<file path="config.mk">
export PLATFORM = sky130hd
export DESIGN_NAME = pwmc_top
export DESIGN_NICKNAME = d
export VERILOG_FILES = /design/src/rtl/pwmc_pkg.sv /design/src/rtl/pwmc_regfile.sv /design/src/rtl/pwmc_prescaler.sv /design/src/rtl/pwmc_channel.sv /design/src/rtl/pwmc_top.sv
export SDC_FILE = /design/constraint.sdc
export NUM_CORES = 2
export LEC_CHECK = 0
export ABC_AREA = 1
export BUFFER_PORTS_ARGS = -buffer_cell sky130_fd_sc_hd__buf_4
export CORE_UTILIZATION = 63
export DETAILED_ROUTE_END_ITERATION = 8
export PLACE_DENSITY = 0.83
export SYNTH_ARGS = -nofsm -noshare
export SYNTH_HDL_FRONTEND = slang
export SYNTH_HIERARCHICAL = 1
export SYNTH_SLANG_ARGS = --single-unit
</file>
<file path="constraint.sdc">
create_clock -name clk -period 5.8 [get_ports clk]
set_input_delay 0.87 -clock clk [delete_from_list [all_inputs] [get_ports clk]]
set_output_delay 0.87 -clock clk [all_outputs]
set_load 0.05 [all_outputs]
</file>
<file path="src/rtl/pwmc_pkg.sv">
package pwmc_pkg;

    // Per-channel control state
    typedef enum logic [0:0] {
        CH_HALT  = 1'b0,
        CH_COUNT = 1'b1
    } ch_state_e;

    // Byte offsets inside a channel window (decoded by software drivers)
    localparam logic [5:0] OFF_CTRL  = 6'h00;
    localparam logic [5:0] OFF_HIGH  = 6'h04;
    localparam logic [5:0] OFF_LOW   = 6'h08;
    localparam logic [5:0] OFF_GUARD = 6'h0C;
    localparam logic [5:0] OFF_WAVE  = 6'h28;
    localparam logic [5:0] OFF_PER   = 6'h2C;
    localparam logic [5:0] OFF_THR   = 6'h30;

    localparam int WIN_FIRST  = 16;
    localparam int WIN_STRIDE = 64;

endpackage

</file>
<file path="src/rtl/pwmc_regfile.sv">
module pwmc_regfile
    import pwmc_pkg::*;
#(
    parameter int NUM_CH = 4,
    parameter int ADDR_W = 10,
    parameter int DIV_W  = 3,
    parameter int CNT_W  = 13
) (
    input  logic                            clk,
    input  logic                            rst_n,
    input  logic                            bus_wr,
    input  logic                            bus_rd,
    input  logic [ADDR_W-1:0]               bus_addr,
    input  logic [31:0]                     bus_wdata,
    output logic [31:0]                     bus_rdata,
    output logic [NUM_CH-1:0]               en_o,
    output logic [NUM_CH-1:0][DIV_W-1:0]    div_o,
    output logic [NUM_CH-1:0][CNT_W-1:0]    per_o,
    output logic [NUM_CH-1:0][CNT_W-1:0]    thr_o
);

    localparam logic [5:0] WIN_LOW_BITS = 6'(WIN_FIRST);

    logic [31:0] en_q;
    logic [31:0] ctrl_q  [NUM_CH];
    logic [31:0] high_q  [NUM_CH];
    logic [31:0] low_q   [NUM_CH];
    logic [31:0] guard_q [NUM_CH];
    logic [31:0] wave_q  [NUM_CH];
    logic [CNT_W-1:0] per_q [NUM_CH];
    logic [CNT_W-1:0] thr_q [NUM_CH];

    logic              aligned;
    logic              hit_en;
    logic [NUM_CH-1:0] win_hit;
    logic [5:0]        off;
    logic              off_known;
    logic              any_hit;
    logic [31:0]       rd_mux;

    assign aligned = (bus_addr[1:0] == 2'b00);
    assign hit_en  = (bus_addr == '0);
    assign off     = bus_addr[5:0] - WIN_LOW_BITS;

    always_comb begin
        unique case (off)
            OFF_CTRL, OFF_HIGH, OFF_LOW, OFF_GUARD,
            OFF_WAVE, OFF_PER, OFF_THR: off_known = 1'b1;
            default:                    off_known = 1'b0;
        endcase
    end

    generate
        for (genvar g = 0; g < NUM_CH; g++) begin : g_win
            localparam logic [ADDR_W-1:0] LO = ADDR_W'(WIN_FIRST + g * WIN_STRIDE);
            localparam logic [ADDR_W-1:0] HI = ADDR_W'(WIN_FIRST + (g + 1) * WIN_STRIDE - 1);

            assign win_hit[g] = aligned && off_known &&
                                (bus_addr >= LO) && (bus_addr <= HI);

            always_ff @(posedge clk) begin
                if (!rst_n) begin
                    ctrl_q[g]  <= '0;
                    high_q[g]  <= '0;
                    low_q[g]   <= '0;
                    guard_q[g] <= '0;
                    wave_q[g]  <= '0;
                    per_q[g]   <= '0;
                    thr_q[g]   <= '0;
                end else if (bus_wr && win_hit[g]) begin
                    unique case (off)
                        OFF_CTRL:  ctrl_q[g]  <= bus_wdata;
                        OFF_HIGH:  high_q[g]  <= bus_wdata;
                        OFF_LOW:   low_q[g]   <= bus_wdata;
                        OFF_GUARD: guard_q[g] <= bus_wdata;
                        OFF_WAVE:  wave_q[g]  <= bus_wdata;
                        OFF_PER:   per_q[g]   <= bus_wdata[CNT_W-1:0];
                        OFF_THR:   thr_q[g]   <= bus_wdata[CNT_W-1:0];
                        default:   ;
                    endcase
                end
            end

            assign div_o[g] = ctrl_q[g][DIV_W-1:0];
            assign per_o[g] = per_q[g];
            assign thr_o[g] = thr_q[g];
        end
    endgenerate

    assign any_hit = hit_en || (|win_hit);

    always_ff @(posedge clk) begin
        if (!rst_n) begin
            en_q <= '0;
        end else if (bus_wr && hit_en) begin
            en_q <= bus_wdata;
        end
    end

    assign en_o = en_q[NUM_CH-1:0];

    always_comb begin
        rd_mux = '0;
        if (hit_en) begin
            rd_mux = en_q;
        end
        for (int c = 0; c < NUM_CH; c++) begin
            if (win_hit[c]) begin
                unique case (off)
                    OFF_CTRL:  rd_mux = ctrl_q[c];
                    OFF_HIGH:  rd_mux = high_q[c];
                    OFF_LOW:   rd_mux = low_q[c];
                    OFF_GUARD: rd_mux = guard_q[c];
                    OFF_WAVE:  rd_mux = wave_q[c];
                    OFF_PER:   rd_mux = 32'(per_q[c]);
                    OFF_THR:   rd_mux = 32'(thr_q[c]);
                    default:   rd_mux = '0;
                endcase
            end
        end
    end

    always_ff @(posedge clk) begin
        if (!rst_n) begin
            bus_rdata <= '0;
        end else begin
            bus_rdata <= bus_rd ? rd_mux : '0;
        end
    end

    // a read that decodes to nothing returns zero
    p_unmapped_zero_r5: assert property (@(posedge clk) disable iff (!rst_n)
        (bus_rd && !any_hit) |=> (bus_rdata == 32'd0));

    // the enable bits follow the last write to the shared word
    p_enable_follows_r2: assert property (@(posedge clk) disable iff (!rst_n)
        (bus_wr && hit_en) |=> (en_o == $past(bus_wdata[NUM_CH-1:0])));

    // no read strobe, no read data
    p_rdata_idle_r12: assert property (@(posedge clk) disable iff (!rst_n)
        !bus_rd |=> (bus_rdata == 32'd0));

endmodule

</file>
<file path="src/rtl/pwmc_prescaler.sv">
module pwmc_prescaler #(
    parameter int DIV_W = 3
) (
    input  logic             clk,
    input  logic             rst_n,
    input  logic             run_i,
    input  logic [DIV_W-1:0] div_i,
    output logic             step_o
);

    localparam int PRE_W = (1 << DIV_W) - 1;

    logic [PRE_W-1:0] pre_q;
    logic [PRE_W-1:0] limit;

    // terminal count is 2^k - 1
    assign limit  = ~({PRE_W{1'b1}} << div_i);
    assign step_o = run_i && (pre_q == limit);

    always_ff @(posedge clk) begin
        if (!rst_n) begin
            pre_q <= '0;
        end else if (!run_i || step_o) begin
            pre_q <= '0;
        end else begin
            pre_q <= pre_q + 1'b1;
        end
    end

    // the divider never runs past its terminal count
    p_pre_bound_r8: assert property (@(posedge clk) disable iff (!rst_n)
        pre_q <= limit);

    // an idle divider sits at zero
    p_pre_idle_r9: assert property (@(posedge clk) disable iff (!rst_n)
        !run_i |=> (pre_q == '0));

endmodule

</file>
<file path="src/rtl/pwmc_channel.sv">
module pwmc_channel
    import pwmc_pkg::*;
#(
    parameter int DIV_W = 3,
    parameter int CNT_W = 13
) (
    input  logic             clk,
    input  logic             rst_n,
    input  logic             en_i,
    input  logic [DIV_W-1:0] div_i,
    input  logic [CNT_W-1:0] per_i,
    input  logic [CNT_W-1:0] thr_i,
    output logic             pwm_o
);

    ch_state_e        state_q, state_d;
    logic [CNT_W-1:0] cnt_q;
    logic [DIV_W-1:0] div_sh;
    logic [CNT_W-1:0] per_sh;
    logic [CNT_W-1:0] thr_sh;
    logic             run;
    logic             step;
    logic             wrap;

    assign run  = en_i && (state_q == CH_COUNT);
    assign wrap = step && (cnt_q == per_sh);

    pwmc_prescaler #(.DIV_W(DIV_W)) u_pre (
        .clk    (clk),
        .rst_n  (rst_n),
        .run_i  (run),
        .div_i  (div_sh),
        .step_o (step)
    );

    // next-state: start / stop
    always_comb begin
        state_d = state_q;
        unique case (state_q)
            CH_HALT:  if (en_i)  state_d = CH_COUNT;
            CH_COUNT: if (!en_i) state_d = CH_HALT;
            default:             state_d = CH_HALT;
        endcase
    end

    always_ff @(posedge clk) begin
        if (!rst_n) begin
            state_q <= CH_HALT;
        end else begin
            state_q <= state_d;
        end
    end

    // counter and working compare registers
    always_ff @(posedge clk) begin
        if (!rst_n) begin
            cnt_q  <= '0;
            div_sh <= '0;
            per_sh <= '0;
            thr_sh <= '0;
        end else begin
            unique case (state_q)
                CH_HALT: begin
                    cnt_q  <= '0;
                    div_sh <= div_i;
                    per_sh <= per_i;
                    thr_sh <= thr_i;
                end
                CH_COUNT: begin
                    if (!en_i) begin
                        cnt_q <= '0;
                    end else if (wrap) begin
                        cnt_q  <= '0;
                        div_sh <= div_i;
                        per_sh <= per_i;
                        thr_sh <= thr_i;
                    end else if (step) begin
                        cnt_q <= cnt_q + 1'b1;
                    end
                end
                default: cnt_q <= '0;
            endcase
        end
    end

    // output process
    always_comb begin
        pwm_o = run && (cnt_q < thr_sh);
    end

    // the count stays inside the period
    p_cnt_in_range_r6: assert property (@(posedge clk) disable iff (!rst_n)
        (state_q == CH_COUNT) |-> (cnt_q <= per_sh));

    // a disabled channel drives low
    p_off_low_r9: assert property (@(posedge clk) disable iff (!rst_n)
        !en_i |-> !pwm_o);

    // every start begins from a zero count
    p_restart_zero_r9: assert property (@(posedge clk) disable iff (!rst_n)
        $rose(state_q == CH_COUNT) |-> (cnt_q == '0));

    // working values change only at a wrap while counting
    p_shadow_hold_r10: assert property (@(posedge clk) disable iff (!rst_n)
        (state_q == CH_COUNT && !wrap) |=> ($stable(per_sh) && $stable(thr_sh) && $stable(div_sh)));

endmodule

</file>
<file path="src/rtl/pwmc_top.sv">
module pwmc_top #(
    parameter int NUM_CH = 4,
    parameter int ADDR_W = 10,
    parameter int DIV_W  = 3,
    parameter int CNT_W  = 13
) (
    input  logic              clk,
    input  logic              rst_n,
    input  logic              bus_wr,
    input  logic              bus_rd,
    input  logic [ADDR_W-1:0] bus_addr,
    input  logic [31:0]       bus_wdata,
    output logic [31:0]       bus_rdata,
    output logic [NUM_CH-1:0] pwm_out
);

    logic [NUM_CH-1:0]            en;
    logic [NUM_CH-1:0][DIV_W-1:0] div;
    logic [NUM_CH-1:0][CNT_W-1:0] per;
    logic [NUM_CH-1:0][CNT_W-1:0] thr;

    pwmc_regfile #(
        .NUM_CH (NUM_CH),
        .ADDR_W (ADDR_W),
        .DIV_W  (DIV_W),
        .CNT_W  (CNT_W)
    ) u_regs (
        .clk       (clk),
        .rst_n     (rst_n),
        .bus_wr    (bus_wr),
        .bus_rd    (bus_rd),
        .bus_addr  (bus_addr),
        .bus_wdata (bus_wdata),
        .bus_rdata (bus_rdata),
        .en_o      (en),
        .div_o     (div),
        .per_o     (per),
        .thr_o     (thr)
    );

    generate
        for (genvar g = 0; g < NUM_CH; g++) begin : g_ch
            pwmc_channel #(
                .DIV_W (DIV_W),
                .CNT_W (CNT_W)
            ) u_ch (
                .clk   (clk),
                .rst_n (rst_n),
                .en_i  (en[g]),
                .div_i (div[g]),
                .per_i (per[g]),
                .thr_i (thr[g]),
                .pwm_o (pwm_out[g])
            );
        end
    endgenerate

endmodule

</file>
### Yosys cells after proc, flatten, opt, wreduce, memory -nomap -nowiden

Memory sizes are Yosys's and may differ from the RTL's.
Cells that the tools add are included.

| storage, ports and cells | value |
|---|---|
| bits in read-only memories | 0 |
| latch bits | 0 |
| input bits | 46 |
| logic and storage cells | 358 |
| output and inout bits | 36 |
| memory bits (writable) | 744 |
| bits in registers | 264 |
| memories kept | 7 |

| operators by class | value |
|---|---|
| div/mod/pow operators | 0 |
| equality and inequality tests | 26 |
| add/subtract/negate cells | 9 |
| bitwise gates (word level) | 37 |
| $mul | 0 |
| mux-type cells | 186 |
| shift-type cells | 4 |
| $lt $le $gt $ge | 12 |
| reduce and logical (&&, ||, !) cells | 51 |

Memories:

| name | depth | bits a word | rd ports | clocked after memory_dff | write ports | line | source |
|---|---|---|---|---|---|---|---|
| u_regs.ctrl_q | 4 | 32 | 4 | 0 | 4 | pwmc_regfile.sv:25 | `logic [31:0] ctrl_q [NUM_CH];` |
| u_regs.guard_q | 4 | 32 | 4 | 0 | 4 | pwmc_regfile.sv:28 | `logic [31:0] guard_q [NUM_CH];` |
| u_regs.high_q | 4 | 32 | 4 | 0 | 4 | pwmc_regfile.sv:26 | `logic [31:0] high_q [NUM_CH];` |
| u_regs.low_q | 4 | 32 | 4 | 0 | 4 | pwmc_regfile.sv:27 | `logic [31:0] low_q [NUM_CH];` |
| u_regs.wave_q | 4 | 32 | 4 | 0 | 4 | pwmc_regfile.sv:29 | `logic [31:0] wave_q [NUM_CH];` |
| u_regs.per_q | 4 | 13 | 4 | 0 | 4 | pwmc_regfile.sv:30 | `logic [CNT_W-1:0] per_q [NUM_CH];` |
| +1 memories | -- | -- | -- | -- | -- | -- |  |

Operators with widths:

| kind | count |
|---|---|
| 32-bit one-hot mux with 7 select lines | 4 |
| 32-bit 2-to-1 mux | 25 |
| 13-bit 2-to-1 mux | 36 |
| 13-bit one-hot mux with 2 select lines | 12 |
| 1-bit 2-to-1 mux | 97 |
| 13-bit by 1-bit adder with 13-bit output (second input constant) | 4 |
| 13-bit equality test | 4 |
| 13-bit less-than comparator | 4 |
| 1-bit logical AND | 30 |
| 7-bit by 1-bit adder with 7-bit output (second input constant) | 4 |
| 7-bit equality test | 4 |
| 7-bit NOT | 4 |
| 1-bit OR | 28 |
| 7-bit by 3-bit left shift with 7-bit output (first input constant) | 4 |
| 3-bit 2-to-1 mux | 8 |
| 3-bit one-hot mux with 2 select lines | 4 |
| 10-bit by 8-bit >= comparator with 1-bit output (second input constant) | 2 |
| 10-bit by 8-bit <= comparator with 1-bit output (second input constant) | 2 |
| 6-bit equality test (second input constant) | 3 |
| 2-bit inequality test (second input constant) | 8 |
| 4-bit inequality test (second input constant) | 4 |
| 6-bit by 4-bit equality test with 1-bit output (second input constant) | 2 |
| 10-bit by 5-bit >= comparator with 1-bit output (second input constant) | 1 |
| 10-bit by 7-bit >= comparator with 1-bit output (second input constant) | 1 |
| 13 further kinds | 30 |

### Depth between registers and ports, before layout

| logic depth | value |
|---|---|
| word-level depth | 12 |
| depth in mapped cells | 17 |
| depth with buffers taken out | 15 |

### Cells and area by module

The synthesis kept the hierarchy.

Modules (own cells, without submodules):

| module | area an instance (um^2) | cells each | sequential area each (um^2) | instances |
|---|---|---|---|---|
| pwmc_regfile | 35920.7 | 3769 | 23622.7 | 1 |
| pwmc_channel | 2533.7 | 382 | 860.8 | 4 |
| pwmc_prescaler | 503.0 | 74 | 140.1 | 4 |

### Worst setup path before layout

OpenSTA, ideal clock, no wires.

| path | value |
|---|---|
| kind | input -> register |
| start | input bus_addr[4] |
| end | memory u_regs.ctrl_q[1][0], enable pin |
| slack | 1.004 ns |
| stages on the path | 8 |
| path buffers | 1 |
| arrival | 4.331 ns |
| required time | 5.334 ns |
| library setup time | 0.466 ns |
| cell sequence | nor2_1 > nand3_1 > nand2_1 > inv_2 > nor3_2 > buf_2 > nand2_1 > o21ai_0 |

RTL lines:

| item | line | source |
|---|---|---|
| start, declared | pwmc_top.sv:11 | `input logic [ADDR_W-1:0] bus_addr,` |
| end, declared | pwmc_regfile.sv:25 |  |

==> out/results.ini <==
[final_layout]
nNetsFinal=5569
area.growth.synth_to_final_pct=8.99
fin_util=0.699
multi_input_area_um2=17300
drive_gt1_frac=0.0947
filler_cell_count=5491
area_of_all_sequential_standard_cells_um2=27600

[yosys]
syn_area_um2=48100
synthesis.instances=5593
main_area_contributors_after_synthesis=sky130_fd_sc_hd__edfxtp_1 (46%), sky130_fd_sc_hd__dfxtp_1 (11%), sky130_fd_sc_hd__nand2_1 (9.7%)
ys_ff_latch=1008
yosys_warnings=6
ys.flop_type=sky130_fd_sc_hd__edfxtp_1
synth.distinct_cells=33
synth.avg_cell_area_um2=8.59
asyncSetResetFlopFracSynth=0
syn_nets=5695
synth-edff-count=744
cell_type_contributing_the_most_total_cell_area_after_synthesis=sky130_fd_sc_hd__edfxtp_1
yosysTopAreaCellShare=0.465
register_area_share_after_synthesis=0.575

[detailed_routing]
vias=39600
remaining_drc_errors=0
routed_wl_mm=138
wl_per_cell_um=21.1
drtIter0Drc=5894
detail-route-antenna-nets=0
viasPerCell=6.07
drt_pre_antenna_iters=7

[pwr]
netSwitchingFraction=0.229
intPower_w=0.0119
power.static_leakage_nw=21.4
power.net_switching_w=0.00352
vdd.ir_drop.worst_v=0.000283
power.density_nw_per_um2=294
clkPwrFrac=0.420
power.sequential.fraction=0.531
combPwrFrac=0.049

[timing]
timing_worst_slew_pin_value_ns=1.27
setup-violations-final=0
period_minus_slack_ns=3.77
timing_hold_violations_final=0
final.setup.tns_ns=0
fmax_mhz=265
timing.final.crit_share=0.650
final.setup_skew_ns=0.0240
finalMaxSlewViolations=0
hold-worst-slack_ns=0.451
maxSlewHeadroom=0.149
rsz0062_at_grt=false

[min_path]
hp-start=u_regs/en_q[15]$_SDFFE_PN0P_
hold_path.class=flip-flop to flip-flop

[clock_tree]
htree_levels=3
ctsRootBufferMaster=sky130_fd_sc_hd__clkbuf_16
cts_tree=yes
cts_hold_repair.buffers=0
ctsResizeCount=0
post-cts-setup-buffer-count=0
cts_max_path_buffers=3
clkTransAtPathRegs_ns=0.06
cts_made_buffers=103
clk_latency_ns=0.68
clock_tree_sinks=1008

[placement]
buffer_ports.inserted=81
hpwl_mm=84.9
routability_congestion_estimate=0.923

[critical_path]
crit_startpoint=bus_addr[0]
cp.required_ns=6.08
worst-path-max-fanout=93
cp_data_arrival_time_ns=4.05
crit_path_end_kind=flip-flop
critPathKind=input pin to flip-flop
critical_path.reg2reg.startpoint=g_ch[3].u_ch/state_q$_SDFF_PN0_
critical_path.startpoint_type=input pin

[grt]
grt_start_max_net_pins=102
met2_usage=0.557
grtUsageTotal=0.352
globalRouteMet3Util=0.0764
grt_use_met1=0.453
first_pass_grt_wire_length_mm=210
grt_antenna_before_repair=1
overflow=0
grt_pass1_vias=37200
global_route.peak_usage_layer=met2

[floorplan]
fp.dieH_um=278
floorplan.initialDensity=0.641
placeableCoreArea_um2=74900
die_width_um=278
placementRows=100
i_o_pin_cnt=82
design.die.area_um2=77400

[flow_run]
cap_viol_max_count=0

[outcome]
outcome=completed

==> worst paths after layout <==
| kind | cells after the start | end | slack (ns) |
|---|---|---|---|
| worst max register to register | 13 | g_ch[3].u_ch/per_sh[9]$_SDFFE_PN0P_ | 2.47 |
| worst min register to register | 2 | u_regs/en_q[15]$_SDFFE_PN0P_ | 0.45 |
| worst max-delay path | 5 | u_regs/wave_q[1][19]$_SDFFCE_PN0P_ | 2.03 |
| worst min-delay path | 2 | u_regs/en_q[15]$_SDFFE_PN0P_ | 0.45 |
==> cells in the final DEF (no fill, tap or decap), types with 5 or more instances in the layout <==
| master | instances |
|---|---|
| sky130_fd_sc_hd__nor3_1 | 12 |
| sky130_fd_sc_hd__o21ai_4 | 20 |
| sky130_fd_sc_hd__nor2_4 | 9 |
| sky130_fd_sc_hd__nand2_2 | 6 |
| sky130_fd_sc_hd__nand2_1 | 1238 |
| sky130_fd_sc_hd__nand3_1 | 505 |
| sky130_fd_sc_hd__clkbuf_8 | 10 |
| sky130_fd_sc_hd__inv_2 | 29 |
| sky130_fd_sc_hd__clkinv_1 | 16 |
| sky130_fd_sc_hd__a21oi_1 | 117 |
| sky130_fd_sc_hd__edfxtp_1 | 744 |
| sky130_fd_sc_hd__ha_1 | 56 |
| sky130_fd_sc_hd__nand4_1 | 210 |
| sky130_fd_sc_hd__bufinv_16 | 5 |
| sky130_fd_sc_hd__clkinv_2 | 12 |
| sky130_fd_sc_hd__dfxtp_1 | 260 |
| sky130_fd_sc_hd__clkbuf_1 | 38 |
| sky130_fd_sc_hd__o21ai_1 | 12 |
| sky130_fd_sc_hd__nand3_2 | 10 |
| sky130_fd_sc_hd__o21ai_0 | 134 |
| sky130_fd_sc_hd__nor2_2 | 59 |
| sky130_fd_sc_hd__inv_1 | 440 |
| sky130_fd_sc_hd__buf_4 | 156 |
| sky130_fd_sc_hd__xor2_1 | 36 |
| sky130_fd_sc_hd__a21oi_2 | 81 |
| sky130_fd_sc_hd__nor2_1 | 1191 |
| sky130_fd_sc_hd__clkbuf_16 | 104 |
==> synthesized netlist by cell type, drive strengths merged, types with 14 or more instances <==
cell and n:
dfxtp 264, nor3 14, buf 120, edfxtp 744, nand2 1248, nor2 1259
ha 56, nand4 210, o21ai 166, xor2 36, clkbuf 272, nand3 515
inv 468, a21oi 198
==> metal layers <==
metal | part of all wire | wire [µm]
met1 | 0.35 | 48700
met2 | 0.45 | 62800
met3 | 0.13 | 17800
met4 | 0.063 | 8660
met5 | 0.000051 | 7
==> per-stage QoR <==
| stage | instance area [µm²] | total power, W | setup WS, ns | std cells |
|---|---|---|---|---|
| floorplan | 48100 | 0.00875 | 1.00 | 5593 |
| global placement | 49100 | 0.00900 | 1.56 | 6331 |
| detailed placement | 49100 | 0.00903 | 1.50 | 6331 |
| CTS | 52400 | 0.0154 | 2.19 | 6524 |
| global route | 52400 | 0.0158 | 1.97 | 6524 |
| finish | 52400 | 0.0154 | 2.03 | 6525 |
==> registers in the layout, summed over array words and instances (netlist names) <==
name,flops
u_regs/ctrl_q,128
u_regs/guard_q,128
u_regs/high_q,128
u_regs/low_q,128
u_regs/wave_q,128
g_ch.u_ch/cnt_q,52
g_ch.u_ch/per_sh,52
g_ch.u_ch/thr_sh,52
u_regs/per_q,52
u_regs/thr_q,52
u_regs/bus_rdata,32
u_regs/en_q,32
g_ch.u_ch/u_pre/pre_q,28
g_ch.u_ch/div_sh,12
g_ch.u_ch/state_q,4
==> kinds of logic after synthesis <==
family,Yosys count,synth area share
buffers and inverters,862,0.0727
xor gates and xnor gates,40,0.00729
adders and majority gates,56,0.0146
AOI/OAI and AO/OA,380,0.0468
and+or+nand+nor,3247,0.284
DFF,1008,0.575
==> power by group through the flow <==
| stage | clock network (W) | registers (W) | logic (W) |
|---|---|---|---|
| 3_3_place_gp | 0 | 0.00830 | 0.000706 |
| 2_1_floorplan | 0 | 0.00828 | 0.000473 |
| 6_report | 0.00646 | 0.00817 | 0.000754 |
| 4_1_cts | 0.00648 | 0.00816 | 0.000730 |
| 5_1_grt | 0.00678 | 0.00819 | 0.000804 |
| 3_5_place_dp | 0 | 0.00831 | 0.000724 |
==> critical path, stage by stage <==
cell and delay [ns]:
sky130_fd_sc_hd__buf_4 0.12, sky130_fd_sc_hd__nor2_4 0.17, sky130_fd_sc_hd__buf_4 0.84, sky130_fd_sc_hd__nand3_1 0.80, sky130_fd_sc_hd__o21ai_4 1.19
==> final cells by class <==
cell class	instances	share of cell area
Tap cell	969	0.0231
Timing Repair Buffer	161	0.0241
Clock buffer	153	0.0551
Inverter	470	0.0337
Antenna cell	1	0.0000478
Clock inverter	40	0.00719
Multi-Input combinational cell	3723	0.329
Sequential cell	1008	0.527
No activity file was read; power rests on OpenSTA's default activity.
